===== config.mk =====
export PLATFORM = sky130hd
export DESIGN_NAME = scsi_dma_len_ctrl
export DESIGN_NICKNAME = d
export VERILOG_FILES = /design/src/rtl/sdl_pkg.sv /design/src/rtl/sdl_chunk_calc.sv /design/src/rtl/sdl_step_calc.sv /design/src/rtl/sdl_cpl_regs.sv /design/src/rtl/scsi_dma_len_ctrl.sv
export SDC_FILE = /design/constraint.sdc
export NUM_CORES = 1
export LEC_CHECK = 0
export ABC_AREA = 1
export BUFFER_PORTS_ARGS = -buffer_cell sky130_fd_sc_hd__buf_2
export CAP_MARGIN = 20
export CORE_MARGIN = 2
export CORE_UTILIZATION = 50
export CTS_CLUSTER_DIAMETER = 80
export DETAILED_ROUTE_END_ITERATION = 8
export PLACE_DENSITY = 0.77
export SLEW_MARGIN = 0
export SYNTH_ARGS = -nofsm -noshare
export SYNTH_HDL_FRONTEND = slang
export SYNTH_SLANG_ARGS = --single-unit

===== constraint.sdc =====
create_clock -name clk -period 6.9 [get_ports clk]
set_clock_uncertainty 0.1 [all_clocks]
set_input_delay 1.035 -clock clk [delete_from_list [all_inputs] [get_ports clk]]
set_output_delay 1.035 -clock clk [all_outputs]
set_load 0.01 [all_outputs]

===== src/rtl/sdl_pkg.sv =====
package sdl_pkg;
  localparam logic [7:0] ST_IRQ   = 8'h80;
  localparam logic [7:0] ST_CNTZ  = 8'h10;
  localparam logic [7:0] ST_PHASE = 8'h03;
  localparam logic [7:0] IV_SVC   = 8'h10;

  typedef enum logic [2:0] {
    EV_IDLE,
    EV_DONE,
    EV_START,
    EV_ACCEPT,
    EV_DATA
  } sdl_ev_e;
endpackage


===== src/rtl/sdl_chunk_calc.sv =====
module sdl_chunk_calc #(
  parameter int CNT_W   = 16,
  parameter int RES_W   = 24,
  parameter int CMD_MAX = 32,
  localparam int LEN_W  = CNT_W + 1
) (
  input  logic [CNT_W-1:0]        prog_i,
  input  logic                    cmd_i,
  input  logic signed [RES_W-1:0] res_i,
  output logic [LEN_W-1:0]        total_o,
  output logic [LEN_W-1:0]        chunk_o
);
  localparam int WW = (RES_W > LEN_W) ? RES_W : LEN_W;

  logic [RES_W-1:0] mag;
  logic [WW-1:0]    mag_w, tot_w, lim_w;

  always_comb begin
    total_o = (prog_i == '0) ? {1'b1, {CNT_W{1'b0}}} : {1'b0, prog_i};
    mag     = res_i[RES_W-1] ? RES_W'(-res_i) : RES_W'(res_i);
    mag_w   = WW'(mag);
    tot_w   = WW'(total_o);
    lim_w   = cmd_i ? WW'(CMD_MAX) : mag_w;
    chunk_o = (lim_w < tot_w) ? LEN_W'(lim_w) : total_o;
  end
endmodule


===== src/rtl/sdl_step_calc.sv =====
module sdl_step_calc #(
  parameter int CNT_W  = 16,
  parameter int RES_W  = 24,
  parameter int BUF_W  = 16,
  localparam int LEN_W = CNT_W + 1
) (
  input  logic [LEN_W-1:0]        left_i,
  input  logic [BUF_W-1:0]        buf_i,
  input  logic signed [RES_W-1:0] res_i,
  input  logic                    cmd_i,
  output logic [LEN_W-1:0]        step_o,
  output logic                    to_dev_o,
  output logic [LEN_W-1:0]        left_n_o,
  output logic [BUF_W-1:0]        buf_n_o,
  output logic signed [RES_W-1:0] res_n_o,
  output logic                    fire_o
);
  logic [LEN_W-1:0] buf_w;

  always_comb begin
    buf_w = LEN_W'(buf_i);
    if (cmd_i) begin
      step_o   = left_i;
      to_dev_o = 1'b1;
      left_n_o = '0;
      buf_n_o  = buf_i;
      res_n_o  = '0;
      fire_o   = 1'b0;
    end else begin
      step_o   = (left_i < buf_w) ? left_i : buf_w;
      to_dev_o = res_i[RES_W-1];
      left_n_o = left_i - step_o;
      buf_n_o  = buf_i - BUF_W'(step_o);
      res_n_o  = to_dev_o ? (res_i + $signed(RES_W'(step_o)))
                          : (res_i - $signed(RES_W'(step_o)));
      fire_o   = (buf_n_o != '0) ||
                 (!to_dev_o && (left_n_o == '0) && (res_n_o > 0));
    end
  end
endmodule


===== src/rtl/sdl_cpl_regs.sv =====
module sdl_cpl_regs
  import sdl_pkg::*;
(
  input  logic       clk,
  input  logic       rst,
  input  logic       start_ev_i,
  input  logic       done_ev_i,
  input  logic       cpl_ev_i,
  input  logic       ack_i,
  output logic [7:0] status_o,
  output logic [7:0] intr_o,
  output logic       irq_o,
  output logic       clr_o
);
  logic [7:0] stat_nxt;

  always_comb begin
    stat_nxt = status_o;
    if (done_ev_i)       stat_nxt = ST_PHASE | ST_IRQ | ST_CNTZ;
    else if (cpl_ev_i)   stat_nxt = status_o | ST_IRQ | ST_CNTZ;
    else begin
      if (start_ev_i) stat_nxt = stat_nxt & ~ST_CNTZ;
      if (ack_i)      stat_nxt = stat_nxt & ~ST_IRQ;
    end
  end

  always_ff @(posedge clk) begin
    if (rst) begin
      status_o <= '0;
      intr_o   <= '0;
      irq_o    <= 1'b0;
      clr_o    <= 1'b0;
    end else begin
      status_o <= stat_nxt;
      clr_o    <= done_ev_i | cpl_ev_i;
      if (done_ev_i || cpl_ev_i) begin
        intr_o <= IV_SVC;
        irq_o  <= 1'b1;
      end else if (ack_i) begin
        irq_o  <= 1'b0;
      end
    end
  end
endmodule


===== src/rtl/scsi_dma_len_ctrl.sv =====
module scsi_dma_len_ctrl
  import sdl_pkg::*;
#(
  parameter int CNT_W   = 16,
  parameter int RES_W   = 24,
  parameter int BUF_W   = 16,
  parameter int CMD_MAX = 32,
  localparam int LEN_W  = CNT_W + 1
) (
  input  logic                    clk,
  input  logic                    rst,
  input  logic                    start_i,
  input  logic                    dma_mode_i,
  input  logic                    cmd_phase_i,
  input  logic [7:0]              cnt_lo_i,
  input  logic [7:0]              cnt_hi_i,
  input  logic signed [RES_W-1:0] resid_i,
  input  logic                    dev_rdy_i,
  input  logic [BUF_W-1:0]        dev_len_i,
  input  logic                    dev_done_i,
  input  logic                    intr_ack_i,
  input  logic                    mreq_ready_i,
  output logic                    mreq_valid_o,
  output logic [LEN_W-1:0]        mreq_len_o,
  output logic                    mreq_to_dev_o,
  output logic [LEN_W-1:0]        dma_left_o,
  output logic signed [RES_W-1:0] resid_o,
  output logic [7:0]              status_o,
  output logic [7:0]              intr_o,
  output logic                    irq_o,
  output logic                    clr_cnt_o
);
  logic [LEN_W-1:0]        total_r;
  logic [BUF_W-1:0]        buf_r;
  logic                    cmd_r;

  logic [LEN_W-1:0]        total_w, chunk_w;
  logic [LEN_W-1:0]        step_w, left_n_w;
  logic [BUF_W-1:0]        buf_n_w;
  logic signed [RES_W-1:0] res_n_w;
  logic                    to_dev_w, fire_w;

  sdl_ev_e ev;
  logic    want_req, late_cpl, cpl_ev;

  sdl_chunk_calc #(.CNT_W(CNT_W), .RES_W(RES_W), .CMD_MAX(CMD_MAX)) chunk_i (
    .prog_i  (CNT_W'({cnt_hi_i, cnt_lo_i})),
    .cmd_i   (cmd_phase_i),
    .res_i   (resid_i),
    .total_o (total_w),
    .chunk_o (chunk_w)
  );

  sdl_step_calc #(.CNT_W(CNT_W), .RES_W(RES_W), .BUF_W(BUF_W)) step_i (
    .left_i   (dma_left_o),
    .buf_i    (buf_r),
    .res_i    (resid_o),
    .cmd_i    (cmd_r),
    .step_o   (step_w),
    .to_dev_o (to_dev_w),
    .left_n_o (left_n_w),
    .buf_n_o  (buf_n_w),
    .res_n_o  (res_n_w),
    .fire_o   (fire_w)
  );

  always_comb begin
    if (dev_done_i)                           ev = EV_DONE;
    else if (start_i && dma_mode_i && !mreq_valid_o) ev = EV_START;
    else if (mreq_valid_o && mreq_ready_i)    ev = EV_ACCEPT;
    else if (dev_rdy_i && !mreq_valid_o)      ev = EV_DATA;
    else                                      ev = EV_IDLE;
  end

  assign want_req = (dma_left_o != '0) && (cmd_r || (buf_r != '0));
  assign late_cpl = (ev == EV_DATA) && (dma_left_o == '0) &&
                    (total_r != '0) && (resid_o <= 0);
  assign cpl_ev   = ((ev == EV_ACCEPT) && fire_w) || late_cpl;

  always_ff @(posedge clk) begin
    if (rst) begin
      total_r       <= '0;
      buf_r         <= '0;
      cmd_r         <= 1'b0;
      dma_left_o    <= '0;
      resid_o       <= '0;
      mreq_valid_o  <= 1'b0;
      mreq_len_o    <= '0;
      mreq_to_dev_o <= 1'b0;
    end else begin
      unique case (ev)
        EV_DONE: begin
          resid_o      <= '0;
          dma_left_o   <= '0;
          buf_r        <= '0;
          cmd_r        <= 1'b0;
          mreq_valid_o <= 1'b0;
        end
        EV_START: begin
          dma_left_o <= chunk_w;
          total_r    <= total_w;
          resid_o    <= resid_i;
          cmd_r      <= cmd_phase_i;
        end
        EV_ACCEPT: begin
          mreq_valid_o <= 1'b0;
          dma_left_o   <= left_n_w;
          buf_r        <= buf_n_w;
          resid_o      <= res_n_w;
          cmd_r        <= 1'b0;
        end
        default: begin
          if (ev == EV_DATA) buf_r <= dev_len_i;
          if (want_req) begin
            mreq_valid_o  <= 1'b1;
            mreq_len_o    <= step_w;
            mreq_to_dev_o <= to_dev_w;
          end
        end
      endcase
    end
  end

  sdl_cpl_regs cpl_i (
    .clk        (clk),
    .rst        (rst),
    .start_ev_i (ev == EV_START),
    .done_ev_i  (ev == EV_DONE),
    .cpl_ev_i   (cpl_ev),
    .ack_i      (intr_ack_i),
    .status_o   (status_o),
    .intr_o     (intr_o),
    .irq_o      (irq_o),
    .clr_o      (clr_cnt_o)
  );
endmodule


# After elaboration in Yosys (flattened, before gate mapping)
# Index checks and enable logic that the tools add are counted.
# classes
bitwise_logic	3
order_cmp	4
reduce_logical	36
muxes	29
add_sub_neg	5
eq_ne	6
# ops
cell	count
$mux 24	4
$mux 17	5
$pmux 24 s3	1
$pmux 17 s3	1
$pmux 16 s3	1
$logic_not 17->1	2
$reduce_bool 17->1	2
$mux 16	2
$reduce_bool 16->1	2
$add 24x18->24	1
$gt 24x1->1 const B	1
$le 24x1->1 const B	1
$lt 24x17->1	1
$mux 8	3
$neg 24->24	1
$sub 24x18->24	1
$lt 17x16->1	1
$sub 17x17->17	1
$logic_not 16->1	1
$sub 16x16->16	1
$mux 3	4
$logic_and 1x1->1	11
$reduce_bool 3->1	3
$eq 3x2->1 const B	2
16 further kinds	30
# word_totals
elab_cells	98
out_inout_bits	78
regBits	105
in_bits	65

# Logic depth before layout (Yosys ltp)
# logic_depth
word_depth	13
depth_mapped	43
depth_no_buf	42

# Hierarchy
# From an unflattened synthesis, not the netlist that was laid out.
# hier_totals
hier_cells	1850
area_unflattened_um2	10996.8
# by_module_without_submodules
mod	instances	seq_area_each_um2	area_per_inst_um2	cells_each
sdl_step_calc	1	0.0	4862.2	879
scsi_dma_len_ctrl	1	1881.8	4266.6	628
sdl_chunk_calc	1	0.0	1610.3	311
sdl_cpl_regs	1	100.1	257.7	32

# Worst setup path after synthesis
# OpenSTA, ideal clock, no wires.
# synth_path
path_type	register to register
startpoint	register dma_left_o[15]
endpoint	register cpl_i.intr_o[4]
path_buffers	1
path_stages_with_launch	41
arrival_ns	4.403
required_ns	6.685
slack_ns	2.281
setup_time_ns	0.115
synth_period_minus_slack_ns	4.619
cell_sequence	dfxtp_1 > ha_1 > nand2_1 > inv_1 > a21oi_1 > nand2_1 > nor2_4 > nand2_4 > buf_6 > nand2_1 > o21ai_1 > inv_1 > ha_1 > nand3_1 > nor3_2 > nand3_1 > nor2_2 > nand3_1 > [... 5 more ...] > inv_1 > nand2_1 > nand2_1 > a21oi_1 > nand2_1 > nand2_1 > nand2_1 > a21o_1 > a21oi_1 > inv_1 > nand2_1 > nand2_1 > nand4_1 > nand2_1 > nand2_1 > nand2_1 > nand2_2 > nand2_1
# synth_via
elab_chain_cells	11
elab_cells_between_ends	21
cone_classes	add/sub: 4; order compare: 2; mux: 3; reduce/logical: 12
# synth_lines
element	line	text
start: declaration	scsi_dma_len_ctrl.sv:26	output logic [LEN_W-1:0] dma_left_o,
start signal: assignment	scsi_dma_len_ctrl.sv:100	dma_left_o <= chunk_w;
start signal: assignment	scsi_dma_len_ctrl.sv:107	dma_left_o <= left_n_w;
$lt 17x16->1	sdl_step_calc.sv:30	step_o = (left_i < buf_w) ? left_i : buf_w;
$mux 17	sdl_step_calc.sv:30	
$sub 24x18->24 (tied with other cells)	sdl_step_calc.sv:35	: (res_i - $signed(RES_W'(step_o)));
$mux 24 or $logic_not 17->1 (tied branches)	sdl_step_calc.sv:34, sdl_step_calc.sv:37	
$gt 24x1->1 or $logic_and 1x1->1 (tied branches)	sdl_step_calc.sv:37	(!to_dev_o && (left_n_o == '0) && (res_n_o > 0));
$logic_and 1x1->1	sdl_step_calc.sv:37	
$logic_or 1x1->1	sdl_step_calc.sv:36	fire_o = (buf_n_o != '0) ||
$mux 1	sdl_step_calc.sv:22	if (cmd_i) begin
$logic_and 1x1->1	scsi_dma_len_ctrl.sv:78	assign cpl_ev = ((ev == EV_ACCEPT) && fire_w) || late_cpl;
$logic_or 1x1->1 *	scsi_dma_len_ctrl.sv:78	
$logic_or 1x1->1 *	sdl_cpl_regs.sv:36	if (done_ev_i || cpl_ev_i) begin
end signal: assignment	sdl_cpl_regs.sv:30	intr_o <= '0;
end signal: assignment	sdl_cpl_regs.sv:37	intr_o <= IV_SVC;
end: declaration	sdl_cpl_regs.sv:11	output logic [7:0] intr_o,
# Mark *: on every way between the ends. The rest lies on a longest branch, timed or not.
# A chain may end at the register's enable or synchronous reset.

# Worst setup path after layout
# layout_path
startpoint	register buf_r[15]
endpoint	register cpl_i.status_o[4]
# layout_via
elab_chain_cells	12
elab_cells_between_ends	18
cone_classes	add/sub: 4; order compare: 2; mux: 5; reduce/logical: 7
# layout_lines
element	line	text
start: declaration	scsi_dma_len_ctrl.sv:34	logic [BUF_W-1:0] buf_r;
start signal: assignment	scsi_dma_len_ctrl.sv:108	buf_r <= buf_n_w;
start signal: assignment	scsi_dma_len_ctrl.sv:113	if (ev == EV_DATA) buf_r <= dev_len_i;
$lt 17x16->1	sdl_step_calc.sv:30	
$mux 17	sdl_step_calc.sv:30	
$sub 24x18->24 (tied with other cells)	sdl_step_calc.sv:35	
$mux 24 or $logic_not 17->1 (tied branches)	sdl_step_calc.sv:34, sdl_step_calc.sv:37	
$gt 24x1->1 or $logic_and 1x1->1 (tied branches)	sdl_step_calc.sv:37	
$logic_and 1x1->1	sdl_step_calc.sv:37	
$logic_or 1x1->1 *	sdl_step_calc.sv:36	
$mux 1 *	sdl_step_calc.sv:22	
$logic_and 1x1->1 *	scsi_dma_len_ctrl.sv:78	
$logic_or 1x1->1 *	scsi_dma_len_ctrl.sv:78	
$mux 8 *	sdl_cpl_regs.sv:20	else if (cpl_ev_i) stat_nxt = status_o | ST_IRQ | ST_CNTZ;
$mux 8 *	sdl_cpl_regs.sv:19	if (done_ev_i) stat_nxt = ST_PHASE | ST_IRQ | ST_CNTZ;
end signal: assignment	sdl_cpl_regs.sv:34	status_o <= stat_nxt;
end: declaration	sdl_cpl_regs.sv:10	output logic [7:0] status_o,
# Mark *: on every way between the ends. The rest lies on a longest branch, timed or not. The select of a mux whose other input is x is not followed.

==> out/qor.csv <==
stage,metric,value,unit
finish,layout net count,1850,
pwr,switching power,1.67,mW
synthesis,"Top FF cell, synth",dfxtp_1,
routing,Total Routed Length,34400,um
synthesis,Synth Area per Inst,6.27,um^2
place,HPWL after DPL,26700,um
timing,normalized max-slew margin,0.388,
clocking,Clock Pin Slew Worst Setup and Hold Paths,0.10,ns
grt,global-route wire length before repair,54100,um
floorplanning,Die H,145,um
routing,drt first pass iters,5,
grt,initial antenna violation count,1,
critical_path,Worst R2R End,cpl_i.status_o[4],
floorplanning,initial core utilization,0.510,
grt,vias in the first global route,10100,
clocking,clock sink count,100,
synthesis,YS warnings,0,
pwr,Power Total,3.23,mW
critical_path,FF-to-FF path depth,39,
pwr,combinational power share,0.620,
critical_path,kind of critical path,flip-flop to flip-flop,
clocking,total CTS buffers,9,
synthesis,Synth cell types,54,
critical_path,most numerous cell on the critical path,nand2_1,
routing,drt initial violations,1013,
clocking,CTS Hold Bufs,0,
clocking,Clock Tree Buf Depth,2,
min_path,Hold Startpoint,cpl_i.status_o[7],
pwr,Lkg Pwr,5.68,nW
routing,DR vias/cell,5.72,
floorplanning,IO Pins,143,
synthesis,Post-synth EDFFs,0,
timing,final worst slack,1.16,ns
critical_path,CP required,7.11,ns
run_status,outcome,completed,
synthesis,dominant cell type by area after synthesis,dfxtp_1,
critical_path,CP arrival,5.94,ns
synthesis,async set-reset flop share out of synthesis,0,
pwr,sequential power share,0.208,
synthesis,Post-Synthesis Cells,1589,
pwr,pwr dens,290,nW/um^2
routing,Post-DRT Antenna Nets,0,
grt,gr usage total,0.317,
synthesis,synthesized cell area,9970,um^2
finish,Syn-to-layout area delta,11.6,%
clocking,Post-CTS Setup Repair Bufs,0,
synthesis,Seq cells post-synth,100,
synthesis,Synth top area share,0.201,
clocking,Clock Tree Root,clkbuf_16,
grt,grt total ovfl,0,
flow_run,Max-Cap Viols,0,
critical_path,Critical Path Fanout Max,21,
place,GP Congestion,0.988,
critical_path,reg2reg setup slack,1.16,ns
timing,Worst Max-Slew Pin Slew,0.919,ns
timing,Max Freq,174,MHz
synthesis,"Seq/Total Area, Yosys",0.201,
routing,Remaining DRCs,0,
place,Placement Setup Slack,1.29,ns
floorplanning,Die X,145,um
pwr,Peak VDD IR,0.133,mV
routing,per-cell routed wire length,17.5,um
routing,Vias,11200,
min_path,hold path depth,2,
floorplanning,Total Die Area,21100,um^2
min_path,end of the worst hold path,cpl_i.status_o[7],
timing,Hold Fails Final Rpt,0,
pwr,sw frac,0.519,
clocking,clk_lat worst skew,0.38,ns
clocking,CTS resizes,0,
clocking,CTS tree,done,
pwr,Int Power,1.55,mW
synthesis,synth top area cells,"dfxtp_1 (20%), nand2_1 (15%), ha_1 (11%)",
finish,share of layout cells above drive strength 1,0.145,
timing,fin. max-slew vios,0,
critical_path,Critical R2R Launch,buf_r[15],
place,IO Port Bufs,131,
timing,unrepaired setup endpoints after global routing,no,
min_path,Hold WC Path Type,flip-flop to flip-flop,
critical_path,Crit path largest cell delay,0.39,ns
critical_path,slowest cell on the critical path,dfxtp_1,
timing,min cycle time layout,5.74,ns
critical_path,startpoint types,flip-flop,
timing,Setup TNS Final,0,ns
floorplanning,Core Rows,51,
finish,Fillers,2004,
clocking,CTS H-Tree Depth,3,
finish,fin util,0.570,
timing,final setup violation count,0,
floorplanning,core area,19500,um^2
timing,final cycle utilization of the critical path,0.831,
grt,largest net degree at the start of global routing,84,
pwr,clock share of power,0.172,
critical_path,Worst setup EP type,flip-flop,
[registers in the layout, indices dropped and copies added (netlist names)]
register,count
total_r,17
cpl_i.intr_o,1
cpl_i.status_o,3
dma_left_o,17
cpl_i.clr_o,1
cmd_r,1
mreq_to_dev_o,1
mreq_valid_o,1
cpl_i.irq_o,1
resid_o,24
buf_r,16
mreq_len_o,17
[area by class of cell]
type | instances | area (um^2) | area share
clock inverters | 7 | 91.3 | 0.00821
well taps | 265 | 332 | 0.0298
clock buffers | 9 | 225 | 0.0203
repair buffers | 148 | 783 | 0.0704
inverters | 211 | 795 | 0.0714
diodes | 1 | 2.50 | 0.000225
flip-flops and latches | 100 | 2000 | 0.180
multi-input cells | 1224 | 6890 | 0.620
[synth_stat cells (9+ instances only)]
| master | count |
|---|---|
| nand3b_1 | 26 |
| nand2_2 | 22 |
| a31oi_1 | 27 |
| nor2_1 | 106 |
| a211oi_1 | 9 |
| or2_2 | 11 |
| nor3_1 | 16 |
| nand4_1 | 29 |
| o21ai_0 | 108 |
| a221oi_1 | 16 |
| dfxtp_1 | 100 |
| xnor2_1 | 16 |
| nor4_1 | 15 |
| xor2_1 | 32 |
| ha_1 | 88 |
| nand2_1 | 404 |
| buf_4 | 13 |
| nand3_1 | 97 |
| a21oi_1 | 124 |
| clkbuf_1 | 40 |
| inv_1 | 203 |
[cells by family after synthesis]
| family | after synthesis | synth area share |
|---|---|---|
| flip-flops | 100 | 0.201 |
| adder cells (fa/ha/maj) | 91 | 0.117 |
| XOR/XNOR | 48 | 0.0422 |
| AO/OA/AOI/OAI | 325 | 0.189 |
| buffers and inverters | 275 | 0.113 |
| other | 1 | 0.000376 |
| AND/OR/NAND/NOR | 749 | 0.338 |
[power by group through the flow]
stage	Clock (mW)	Sequential [mW]	Combinational [mW]
5_1_grt	0.580	0.677	2.23
6_report	0.554	0.672	2.00
2_1_floorplan	0	0.687	1.46
3_5_place_dp	0	0.683	1.95
4_1_cts	0.556	0.670	1.96
3_3_place_gp	0	0.682	1.94
[cells in the final DEF (no fill, tap or decap), types with 2 or more instances in the layout]
| cell type | Yosys | layout |
|---|---|---|
| a211oi_1 | 9 | 9 |
| a21o_1 | 7 | 7 |
| a21oi_1 | 124 | 124 |
| a21oi_2 | 6 | 6 |
| a221oi_1 | 16 | 16 |
| a31o_2 | 2 | 2 |
| a31oi_1 | 27 | 27 |
| buf_2 | 3 | 131 |
| buf_4 | 13 | 17 |
| clkbuf_16 | 0 | 9 |
| clkinv_8 | 0 | 4 |
| conb_1 | 1 | 11 |
| dfxtp_1 | 100 | 100 |
| fa_1 | 3 | 3 |
| ha_1 | 88 | 88 |
| inv_1 | 203 | 203 |
| inv_2 | 6 | 6 |
| inv_6 | 0 | 2 |
| nand2_1 | 404 | 404 |
| nand2_2 | 22 | 22 |
| nand2_4 | 3 | 3 |
| nand3_1 | 97 | 97 |
| nand3_2 | 2 | 2 |
| nand3b_1 | 26 | 26 |
| nand4_1 | 29 | 29 |
| nor2_1 | 106 | 104 |
| nor2_2 | 7 | 8 |
| nor2_4 | 4 | 5 |
| nor3_1 | 16 | 16 |
| nor3_2 | 3 | 3 |
| nor4_1 | 15 | 15 |
| o21ai_0 | 108 | 108 |
| o21ai_1 | 6 | 5 |
| o21ai_2 | 3 | 4 |
| o21bai_2 | 6 | 6 |
| o41ai_1 | 2 | 2 |
| or2_2 | 11 | 11 |
| xnor2_1 | 16 | 16 |
| xor2_1 | 32 | 32 |
[how the worst max path moves through the flow]
| stage | endpoint | cells after the start | start | slack (ns) |
|---|---|---|---|---|
| after global placement | cpl_i.irq_o | 40 | dma_left_o[12] | 1.43 |
| final | cpl_i.status_o[4] | 39 | buf_r[15] | 1.16 |
| after floorplan | cpl_i.intr_o[4] | 40 | dma_left_o[15] | 2.28 |
| after detailed placement | cpl_i.irq_o | 39 | buf_r[15] | 1.29 |
| after global routing | cpl_i.irq_o | 39 | buf_r[15] | 0.48 |
| after CTS | cpl_i.status_o[4] | 39 | buf_r[15] | 1.25 |
[critical path: cells and delay by family (launching register included)]
kind	cells	cell delay, ns
AOI/OAI and AO/OA	5	0.88
xor gates and xnor gates	1	0.15
adders and majority gates	3	0.83
buffers and inverters	5	0.41
DFF	1	0.39
and+or+nand+nor	25	2.86
[metal layers]
layer  routed length [um]  GRT usage  vias up
li1                     -          -     5476
met1                15200      0.448     5133
met2                15200      0.500      549
met3                 3020     0.0456       78
met4                  937     0.0956        0
met5                    0          0        -
[stage by stage]
step	std cells	area [um^2]	hold WS, ns
floorplan	1599	10000	0.340
global placement	1948	10800	0.342
detailed placement	1948	10800	0.340
CTS	1964	11100	0.357
global route	1965	11100	0.371
finish	1965	11100	0.355
(Power assumes the default switching activity.)
